### src/rtl/divroot_pkg.sv
package divroot_pkg;

  typedef enum logic [2:0] {
    OP_IDIV   = 3'd0,
    OP_FDIV   = 3'd1,
    OP_FSQRT  = 3'd2,
    OP_FRSQRT = 3'd3,
    OP_FASQRT = 3'd4
  } divroot_op_e;

  // Codes 1..4 are the mantissa modes with guard/round/sticky output.
  function automatic logic op_is_fp(input logic [2:0] code);
    return (code >= 3'd1) && (code <= 3'd4);
  endfunction

endpackage

### src/rtl/divroot_setup.sv
module divroot_setup
  import divroot_pkg::*;
#(
  parameter int W  = 16,
  parameter int PW = 3*W+4,
  parameter int KW = 5
) (
  input  logic [2:0]    op,
  input  logic [W-1:0]  opa,
  input  logic [W-1:0]  opb,
  output logic [PW-1:0] lhs,
  output logic [W-1:0]  fac,
  output logic          sq_mode,
  output logic          fp_mode,
  output logic [KW-1:0] k_top
);

  localparam logic [KW-1:0] K_INT  = KW'(W-1);
  localparam logic [KW-1:0] K_FP   = KW'(W+1);
  localparam logic [PW-1:0] ONE_SC = PW'(1) << (3*W+1);

  logic [PW-1:0] a_w;
  logic [PW-1:0] b_w;
  logic [PW-1:0] a_sq;

  assign a_w  = {{(PW-W){1'b0}}, opa};
  assign b_w  = {{(PW-W){1'b0}}, opb};
  assign a_sq = a_w * a_w;

  always_comb begin
    lhs     = a_w;
    fac     = opb;
    sq_mode = 1'b0;
    fp_mode = 1'b0;
    k_top   = K_INT;
    case (op)
      OP_FDIV: begin
        lhs     = a_w << (W+1);
        fp_mode = 1'b1;
        k_top   = K_FP;
      end
      OP_FSQRT: begin
        lhs     = b_w << (W+3);
        fac     = W'(1);
        sq_mode = 1'b1;
        fp_mode = 1'b1;
        k_top   = K_FP;
      end
      OP_FRSQRT: begin
        lhs     = ONE_SC;
        sq_mode = 1'b1;
        fp_mode = 1'b1;
        k_top   = K_FP;
      end
      OP_FASQRT: begin
        lhs     = a_sq << (W+3);
        sq_mode = 1'b1;
        fp_mode = 1'b1;
        k_top   = K_FP;
      end
      default: begin
        lhs = a_w;
      end
    endcase
  end

endmodule

### src/rtl/divroot_step.sv
module divroot_step #(
  parameter int W  = 16,
  parameter int PW = 3*W+4,
  parameter int QW = W+2,
  parameter int KW = 5
) (
  input  logic [KW-1:0] k,
  input  logic          sq_mode,
  input  logic [W-1:0]  fac,
  input  logic [PW-1:0] lhs,
  input  logic [PW-1:0] p_acc,
  input  logic [PW-1:0] s_acc,
  input  logic [QW-1:0] q_acc,
  output logic [PW-1:0] p_nxt,
  output logic [PW-1:0] s_nxt,
  output logic [QW-1:0] q_nxt
);

  localparam int XW = PW + 1;

  logic [XW-1:0] fac_x, p_x, s_x, lhs_x;
  logic [XW-1:0] lin_t, sq_t, p_try;
  logic [PW-1:0] fac_w, s_try;
  logic [KW:0]   k1, k2;
  logic          take;

  assign k1    = {1'b0, k} + 1'b1;
  assign k2    = {k, 1'b0};
  assign fac_x = {{(XW-W){1'b0}}, fac};
  assign fac_w = {{(PW-W){1'b0}}, fac};
  assign p_x   = {1'b0, p_acc};
  assign s_x   = {1'b0, s_acc};
  assign lhs_x = {1'b0, lhs};

  // Linear modes add fac*2^k; square modes add 2^(k+1)*q*fac + 4^k*fac.
  assign lin_t = fac_x << k;
  assign sq_t  = (s_x << k1) + (fac_x << k2);
  assign p_try = p_x + (sq_mode ? sq_t : lin_t);
  assign take  = (p_try <= lhs_x);
  assign s_try = s_acc + (fac_w << k);

  assign p_nxt = take ? p_try[PW-1:0] : p_acc;
  assign s_nxt = take ? s_try : s_acc;
  assign q_nxt = take ? (q_acc | (QW'(1) << k)) : q_acc;

endmodule

### src/rtl/divroot_seq.sv
module divroot_seq #(
  parameter int KW = 5
) (
  input  logic          clk,
  input  logic          rst_n,
  input  logic          start,
  input  logic [KW-1:0] k_top,
  output logic          busy,
  output logic [KW-1:0] k,
  output logic          accept,
  output logic          last
);

  logic          busy_q, busy_d;
  logic [KW-1:0] k_q, k_d;

  assign accept = start & ~busy_q;
  assign last   = busy_q & (k_q == '0);
  assign busy   = busy_q;
  assign k      = k_q;

  always_comb begin
    busy_d = busy_q;
    k_d    = k_q;
    if (accept) begin
      busy_d = 1'b1;
      k_d    = k_top;
    end else if (busy_q) begin
      if (last) begin
        busy_d = 1'b0;
      end else begin
        k_d = k_q - 1'b1;
      end
    end
  end

  always_ff @(posedge clk or negedge rst_n) begin
    if (!rst_n) begin
      busy_q <= 1'b0;
      k_q    <= '0;
    end else begin
      busy_q <= busy_d;
      k_q    <= k_d;
    end
  end

endmodule

### src/rtl/divroot_core.sv
module divroot_core #(
  parameter int W = 16
) (
  input  logic           clk,
  input  logic           rst_n,
  input  logic           start,
  input  logic [2:0]     op,
  input  logic [W-1:0]   opa,
  input  logic [W-1:0]   opb,
  output logic           valid,
  output logic [W-1:0]   result,
  output logic [3*W+3:0] remainder,
  output logic           res_guard,
  output logic           res_round,
  output logic           res_sticky
);

  localparam int QW = W + 2;
  localparam int PW = 3*W + 4;
  localparam int KW = $clog2(QW);

  // Reset synchronizer: asserts at once, releases on the clock.
  logic [1:0] rst_pipe;
  logic       rst_n_s;

  always_ff @(posedge clk or negedge rst_n) begin
    if (!rst_n) rst_pipe <= 2'b00;
    else        rst_pipe <= {rst_pipe[0], 1'b1};
  end
  assign rst_n_s = rst_pipe[1];

  // Operation setup
  logic [PW-1:0] lhs_d;
  logic [W-1:0]  fac_d;
  logic          sq_d, fp_d;
  logic [KW-1:0] k_top;

  divroot_setup #(.W(W), .PW(PW), .KW(KW)) i_setup (
    .op      (op),
    .opa     (opa),
    .opb     (opb),
    .lhs     (lhs_d),
    .fac     (fac_d),
    .sq_mode (sq_d),
    .fp_mode (fp_d),
    .k_top   (k_top)
  );

  // Step sequencing
  logic          busy, accept, last;
  logic [KW-1:0] k;

  divroot_seq #(.KW(KW)) i_seq (
    .clk    (clk),
    .rst_n  (rst_n_s),
    .start  (start),
    .k_top  (k_top),
    .busy   (busy),
    .k      (k),
    .accept (accept),
    .last   (last)
  );

  // Captured operation state
  logic [PW-1:0] lhs_q;
  logic [W-1:0]  fac_q;
  logic          sq_q, fp_q;
  logic [PW-1:0] p_q, s_q;
  logic [QW-1:0] q_q;

  logic [PW-1:0] p_nxt, s_nxt;
  logic [QW-1:0] q_nxt;

  divroot_step #(.W(W), .PW(PW), .QW(QW), .KW(KW)) i_step (
    .k       (k),
    .sq_mode (sq_q),
    .fac     (fac_q),
    .lhs     (lhs_q),
    .p_acc   (p_q),
    .s_acc   (s_q),
    .q_acc   (q_q),
    .p_nxt   (p_nxt),
    .s_nxt   (s_nxt),
    .q_nxt   (q_nxt)
  );

  // Next-state logic
  logic          acc_en;
  logic [PW-1:0] p_d, s_d;
  logic [QW-1:0] q_d;
  logic [PW-1:0] rem_d;
  logic [W-1:0]  res_d;
  logic          g_d, r_d, st_d;

  always_comb begin
    acc_en = accept | busy;
    p_d    = accept ? '0 : p_nxt;
    s_d    = accept ? '0 : s_nxt;
    q_d    = accept ? '0 : q_nxt;
    rem_d  = lhs_q - p_nxt;
    res_d  = fp_q ? q_nxt[QW-1:2] : q_nxt[W-1:0];
    g_d    = fp_q & q_nxt[1];
    r_d    = fp_q & q_nxt[0];
    st_d   = fp_q & (|rem_d);
  end

  // Registers
  logic           valid_q;
  logic [W-1:0]   result_q;
  logic [PW-1:0]  rem_q;
  logic           g_q, r_q, st_q;

  always_ff @(posedge clk or negedge rst_n_s) begin
    if (!rst_n_s) begin
      lhs_q    <= '0;
      fac_q    <= '0;
      sq_q     <= 1'b0;
      fp_q     <= 1'b0;
      p_q      <= '0;
      s_q      <= '0;
      q_q      <= '0;
      valid_q  <= 1'b0;
      result_q <= '0;
      rem_q    <= '0;
      g_q      <= 1'b0;
      r_q      <= 1'b0;
      st_q     <= 1'b0;
    end else begin
      if (accept) begin
        lhs_q <= lhs_d;
        fac_q <= fac_d;
        sq_q  <= sq_d;
        fp_q  <= fp_d;
      end
      if (acc_en) begin
        p_q <= p_d;
        s_q <= s_d;
        q_q <= q_d;
      end
      valid_q <= last;
      if (last) begin
        result_q <= res_d;
        rem_q    <= rem_d;
        g_q      <= g_d;
        r_q      <= r_d;
        st_q     <= st_d;
      end
    end
  end

  assign valid      = valid_q;
  assign result     = result_q;
  assign remainder  = rem_q;
  assign res_guard  = g_q;
  assign res_round  = r_q;
  assign res_sticky = st_q;

endmodule

### config.mk
export PLATFORM = sky130hd
export DESIGN_NAME = divroot_core
export DESIGN_NICKNAME = d
export VERILOG_FILES = /design/src/rtl/divroot_pkg.sv /design/src/rtl/divroot_setup.sv /design/src/rtl/divroot_step.sv /design/src/rtl/divroot_seq.sv /design/src/rtl/divroot_core.sv
export SDC_FILE = /design/constraint.sdc
export NUM_CORES = 2
export LEC_CHECK = 0
export BUFFER_PORTS_ARGS = -buffer_cell sky130_fd_sc_hd__buf_2
export CORE_MARGIN = 3
export CORE_UTILIZATION = 45
export DETAILED_ROUTE_END_ITERATION = 6
export HOLD_SLACK_MARGIN = 0.12
export PLACE_DENSITY = 0.72
export RECOVER_POWER = 25
export REMOVE_ABC_BUFFERS = 1
export SYNTH_ARGS = -nofsm -noshare
export SYNTH_HDL_FRONTEND = slang
export SYNTH_SLANG_ARGS = --single-unit
### constraint.sdc
create_clock -name clk -period 17.8 [get_ports clk]
set_input_delay 1.78 -clock clk [delete_from_list [all_inputs] [get_ports clk]]
set_output_delay 1.78 -clock clk [all_outputs]
set_load 0.02 [all_outputs]
# [Word level (Yosys, flattened, before mapping)]
# Index checks and enable logic that the tools add are counted.
[classes] mux=19 bitwise_logic=8 n_eq_ne=5 n_addsub=6 n_shift=5 n_reduce_logical=8 n_mul=1 order_cmp=1
[op_table] operator="$mux 52" count=4
[op_table] operator="$pmux 52 s4" count=1
[op_table] operator="$add 52x53->53" count=1
[op_table] operator="$add 53x53->53" count=1
[op_table] operator="$le 53x52->1" count=1
[op_table] operator="$mux 53" count=1
[op_table] operator="$shl 16x5->53" count=1
[op_table] operator="$shl 16x6->53" count=1
[op_table] operator="$shl 52x6->53" count=1
[op_table] operator="$add 52x52->52" count=1
[op_table] operator="$reduce_or 52->1" count=1
[op_table] operator="$shl 16x5->52" count=1
[op_table] operator="$sub 52x52->52" count=1
[op_table] operator="$mux 18" count=2
[op_table] operator="$mul 16x16->32" count=1
[op_table] operator="$mux 16" count=2
[op_table] operator="$mux 5" count=4
[op_table] operator="$or 18x18->18" count=1
[op_table] operator="$shl 1x5->18 const A" count=1
[op_table] operator="$add 5x1->6 const B" count=1
[op_table] operator="$eq 3x2->1 const B" count=2
[op_table] operator="$and 1x1->1" count=5
[op_table] operator="$logic_not 5->1" count=1
[op_table] operator="$mux 1" count=5
[op_table] operator="10 further kinds" count=12
[totals] ff_bits=272 out_inout_bits=72

# [Logic depth before layout (Yosys ltp)]
[depth] depth_word=10 depth_mapped=77 ltp_nobuf=68

# [Hierarchy]
# Synthesis repeated with hierarchy kept, for this count alone.
[unflattened] cells_unflattened=4728 area_unflattened_um2=38734.6
[modules_own_cells] module="divroot_step" area_each_um2=15990.3 cells_per_inst=2354 instances=1
[modules_own_cells] module="divroot_core" area_each_um2=14112.3 cells_per_inst=1327 instances=1
[modules_own_cells] module="divroot_setup" area_each_um2=8285.4 cells_per_inst=1012 instances=1
[modules_own_cells] module="divroot_seq" area_each_um2=346.6 cells_per_inst=35 instances=1

# [Worst setup path before layout]
# No wires, ideal clock.
[synth_timing] kind="flip-flop to flip-flop" from="register i_seq.k_q[0], in the netlist i_seq.k[0]" to="register st_q, in the netlist res_sticky" setup_ns=0.130 slack_ns=2.746 required_ns=17.670 stages_incl_launch_ff=73 n_path_buf=9 t_arrival_ns=14.924 synth_period_minus_slack_ns=15.054 path_cell_list="dfrtp_1 buf_2 inv_2 buf_1 clkbuf_1 clkbuf_1 ha_1 buf_4 buf_4 clkbuf_1 mux2i_1 a21oi_1 nand2_1 o21ai_0 and3_1 ha_1 a21o_1 a21o_1 (+37 left out) inv_1 ha_1 nor2b_1 o21ai_0 a21oi_1 o21ai_0 a21boi_0 o21ai_0 a21oi_1 o31ai_1 or4_1 o31ai_1 xor2_1 or3_1 nor4_1 nand4_1 nor4_1 a21oi_1"
[synth_via] elab_chain_cells=10
[synth_rtl] item="start: declaration" line="divroot_seq.sv:15" text="logic [KW-1:0] k_q, k_d;"
[synth_rtl] item="start signal: assignment" line="divroot_seq.sv:43" text="k_q <= k_d;"
[synth_rtl] item="$add 5x1->6" line="divroot_step.sv:27" text="assign k1 = {1'b0, k} + 1'b1;"
[synth_rtl] item="$shl 52x6->53" line="divroot_step.sv:37" text="assign sq_t = (s_x << k1) + (fac_x << k2);"
[synth_rtl] item="$add 53x53->53" line="divroot_step.sv:37"
[synth_rtl] item="$mux 53" line="divroot_step.sv:38" text="assign p_try = p_x + (sq_mode ? sq_t : lin_t);"
[synth_rtl] item="$add 52x53->53" line="divroot_step.sv:38"
[synth_rtl] item="$le 53x52->1" line="divroot_step.sv:39" text="assign take = (p_try <= lhs_x);"
[synth_rtl] item="$mux 52" line="divroot_step.sv:42" text="assign p_nxt = take ? p_try[PW-1:0] : p_acc;"
[synth_rtl] item="$sub 52x52->52" line="divroot_core.sv:100" text="rem_d = lhs_q - p_nxt;"
[synth_rtl] item="$reduce_or 52->1" line="divroot_core.sv:104" text="st_d = fp_q & (|rem_d);"
[synth_rtl] item="$and 1x1->1" line="divroot_core.sv:104"
[synth_rtl] item="end signal: assignment" line="divroot_core.sv:146" text="st_q <= st_d;"
[synth_rtl] item="end: declaration" line="divroot_core.sv:111" text="logic g_q, r_q, st_q;"
# Parallel ways exist; a longest one is shown, timed or not.
# A chain may end at the register's enable or synchronous reset.

# [Final worst setup path]
[layout_timing] from="register i_seq.k_q[1], in the netlist i_seq.k[1]" to="register st_q, in the netlist res_sticky"
# The elaborated chain is that of the path after synthesis.

==> metrics.md <==
| Metric | Value |
|---|---|
| Outcome | `complete, but fails checks` |
| Failing checks | `max-capacitance violations, max-slew violations` |
| Initial DRT Pass Iterations | `6` |
| Fmax | `60.6 MHz` |
| Synth area leaders | `dfrtp_1, ha_1, fa_1` |
| Slowest CP cell | `nor4_1` |
| Worst r2r src | `i_seq.k[1]$_DFFE_PN0P_` |
| GRT Util Overall | `28.4%` |
| Die ar. | `83000 sq um` |
| Post-layout net count | `5021` |
| Cell taking the most area after synthesis | `dfrtp_1` |
| Grt ovf | `0` |
| Layout fillers | `7574` |
| Starting Density | `45.9%` |
| Critical path required time | `18270 ps` |
| Hold wc startpoint | `rst_pipe[0]$_DFF_PN0_` |
| Setup Buffers After CTS | `0` |
| Most frequent CP cell | `a21oi_1` |
| Hold Path End | `rst_pipe[1]$_DFF_PN0_` |
| Async SR Flop Fraction | `100%` |
| Syn Area/Cell | `7.99 sq um` |
| # diodes | `0` |
| Hold WC Path Type | `flip-flop to flip-flop` |
| Min cycle time layout | `16500 ps` |
| Largest net degree at the start of global routing | `98` |
| Post-DP HPWL | `95000 um` |
| Distinct cells, synth | `103` |
| Crit Path Max Fanout | `40` |
| Layout Utilization | `49.3%` |
| Final Skew | `43.2 ps` |
| Hold Path Cell Cnt | `0` |
| FF-to-FF setup slack | `1300 ps` |
| Sequential cell area fraction in the yosys report | `18.9%` |
| Setup TNS | `0 ps` |
| Instance area at placement | `37200 sq um` |
| Synth cell count leaders | `nand2_1, inv_1, nor2_1` |
| Worst slew pin tran | `3900 ps` |
| Final hold violation count | `0` |
| Row Count | `102` |
| CTS tree | `built` |
| Design area | `38500 sq um` |
| Max-Cap Viols | `3` |
| Yosys top cell area share | `18.9%` |
| Post-synth EDFFs | `0` |
| Worst Reg-to-Reg Cells | `62` |
| Slowest stage delay, CP | `660 ps` |
| I/O pin count | `110` |
| CP arrival | `16980 ps` |
| CORE AREA | `78100 sq um` |
| Most frequent cell after synthesis | `nand2_1` |
| Crit start category | `flip-flop` |
| Final setup viols | `0` |
| Die outline height | `288 um` |
| Port Buffers | `109` |
| Sink Count | `270` |
| Critical R2R Capture | `res_sticky$_DFFE_PN0P_` |
| Mapped cell area | `35800 sq um` |
| Die W | `288 um` |
| Critical path endpoint category | `flip-flop` |
| Tcrit/Tclk final | `92.7%` |
| Layout cell share with drive strength beyond 1 | `9.03%` |
| Flops & latches, synth | `270` |
| First-pass GRT wire length | `185000 um` |
| Clock slew at reported path FFs | `60 ps` |
| Via count | `33.2k` |
| Drt total wl | `119000 um` |
| GP Congestion | `1.04` |
| Number of global-route vias before repair | `32.3k` |
| Final slew viol count | `187` |
| Post-Syn Instances | `4480` |
| Num CTS Buffers | `37` |
| H-tree levels | `2` |
| Avg Vias per Cell | `6.01` |
| Number of remaining DRC errors | `0` |
| Initial antenna violation count | `1` |
| Worst rel slew slack | `-160%` |
| DRT iter0 DRCs | `2840` |
| Drt wl/cell | `21.6 um` |
| Root Driver | `clkbuf_16` |
| YS warnings | `0` |
| Worst skew pair latency | `600 ps` |
| Crit path kind | `flip-flop to flip-flop` |
| Clk buf depth | `3` |
| DRT antenna net count | `0` |
| Primary FF master, synth | `dfrtp_1` |
| Layout Area Growth over Synthesis | `7.47%` |
| RSZ-0062 raised after global routing | `no` |
cell usage in the layout (no fill, tap or decap), types with 38 or more instances in the layout:
cell / instances
o22ai_1: 46
nand2_1: 450
and2_1: 94
ha_1: 358
o31ai_1: 40
xor2_1: 71
mux2i_1: 149
fa_1: 168
inv_1: 394
nand3_1: 118
buf_2: 108
a31o_2: 55
nor2b_1: 47
and3_1: 48
a211oi_1: 48
clkbuf_16: 38
o21ai_0: 317
dfrtp_1: 266
nor2_1: 388
nand2b_1: 40
mux2_2: 68
a21o_1: 135
xnor2_1: 116
nor3_1: 66
a21oi_1: 324
final cells by class:
cell class	instances	area (sq um)	share of cell area, %
multi-input cells	3597	26800	69.6
flip-flops and latches	270	6760	17.6
inverters	401	1510	3.91
well taps	1040	1300	3.38
clock buffers	52	1080	2.82
repair buffers	149	846	2.20
clock inverters	16	194	0.504
registers in the layout, summed over array words and instances, names as in the netlist, 2 cells and up:
register / count
fac_q: 16
s_q: 52
result: 16
p_q: 52
rst_pipe: 2
remainder: 52
lhs_q: 50
q_q: 18
i_seq.k: 5
worst max-delay path by stage:
stage	depth (start not counted)	endpoint	from	slack, ps
6_report	62	res_sticky$_DFFE_PN0P_	i_seq.k[1]$_DFFE_PN0P_	1300
5_1_grt	64	res_sticky$_DFFE_PN0P_	i_seq.k[1]$_DFFE_PN0P_	80
4_1_cts	63	res_sticky$_DFFE_PN0P_	i_seq.k[1]$_DFFE_PN0P_	1360
3_5_place_dp	61	res_sticky$_DFFE_PN0P_	i_seq.k[1]$_DFFE_PN0P_	1440
3_3_place_gp	61	res_sticky$_DFFE_PN0P_	i_seq.k[1]$_DFFE_PN0P_	1760
2_1_floorplan	60	res_sticky$_DFFE_PN0P_	i_seq.k[0]$_DFFE_PN0P_	-5250
through the flow:
step                      hold slack, ps  std cells  setup WS (ps)
after CTS                            230       5525           1360
after detailed placement             222       5457           1440
after floorplan                      331       4268          -5250
final                                346       5525           1300
after global routing                 358       5525           77.3
after global placement               218       5457           1760
metal layers:
| metal | global-route usage, % | share of wire [%] | up-vias |
|---|---|---|---|
| met5 | 0 | 0.011 | - |
| met2 | 45.6 | 45 | 1175 |
| li1 | - | - | 15800 |
| met3 | 4.30 | 6.8 | 280 |
| met4 | 14.2 | 5.6 | 2 |
| met1 | 37.4 | 43 | 16000 |
worst max-delay path: cells and delay by family (launching register included):
| kind | cells | cell delay, ps |
|---|---|---|
| AOI/OAI and AO/OA | 32 | 7860 |
| and+or+nand+nor | 14 | 3240 |
| adders and majority gates | 7 | 2240 |
| muxes | 4 | 1310 |
| buffers and inverters | 3 | 1130 |
| DFF | 1 | 360 |
| xor gates and xnor gates | 2 | 190 |
what timing repair did:
action / 4_1_cts / 5_1_grt
setup endpoints to repair: 0 / 1
hold endpoints to repair: 0 / 0
resized for setup: 0 / 1
hold buffers: 0 / 0
logic make-up after synthesis:
logic type | count (synthesis) | share of synthesized area [%]
DFF | 270 | 18.9
and+or+nand+nor | 1378 | 17.8
AOI/OAI and AO/OA | 1269 | 22.9
muxes | 231 | 7.16
buffers and inverters | 613 | 6.55
adders and majority gates | 527 | 21.9
other | 1 | 0.0105
xor gates and xnor gates | 191 | 4.74
Power is left out: the tool's default activity adds up to more than one toggle a clock period on the data nets, which glitch-free logic cannot reach.
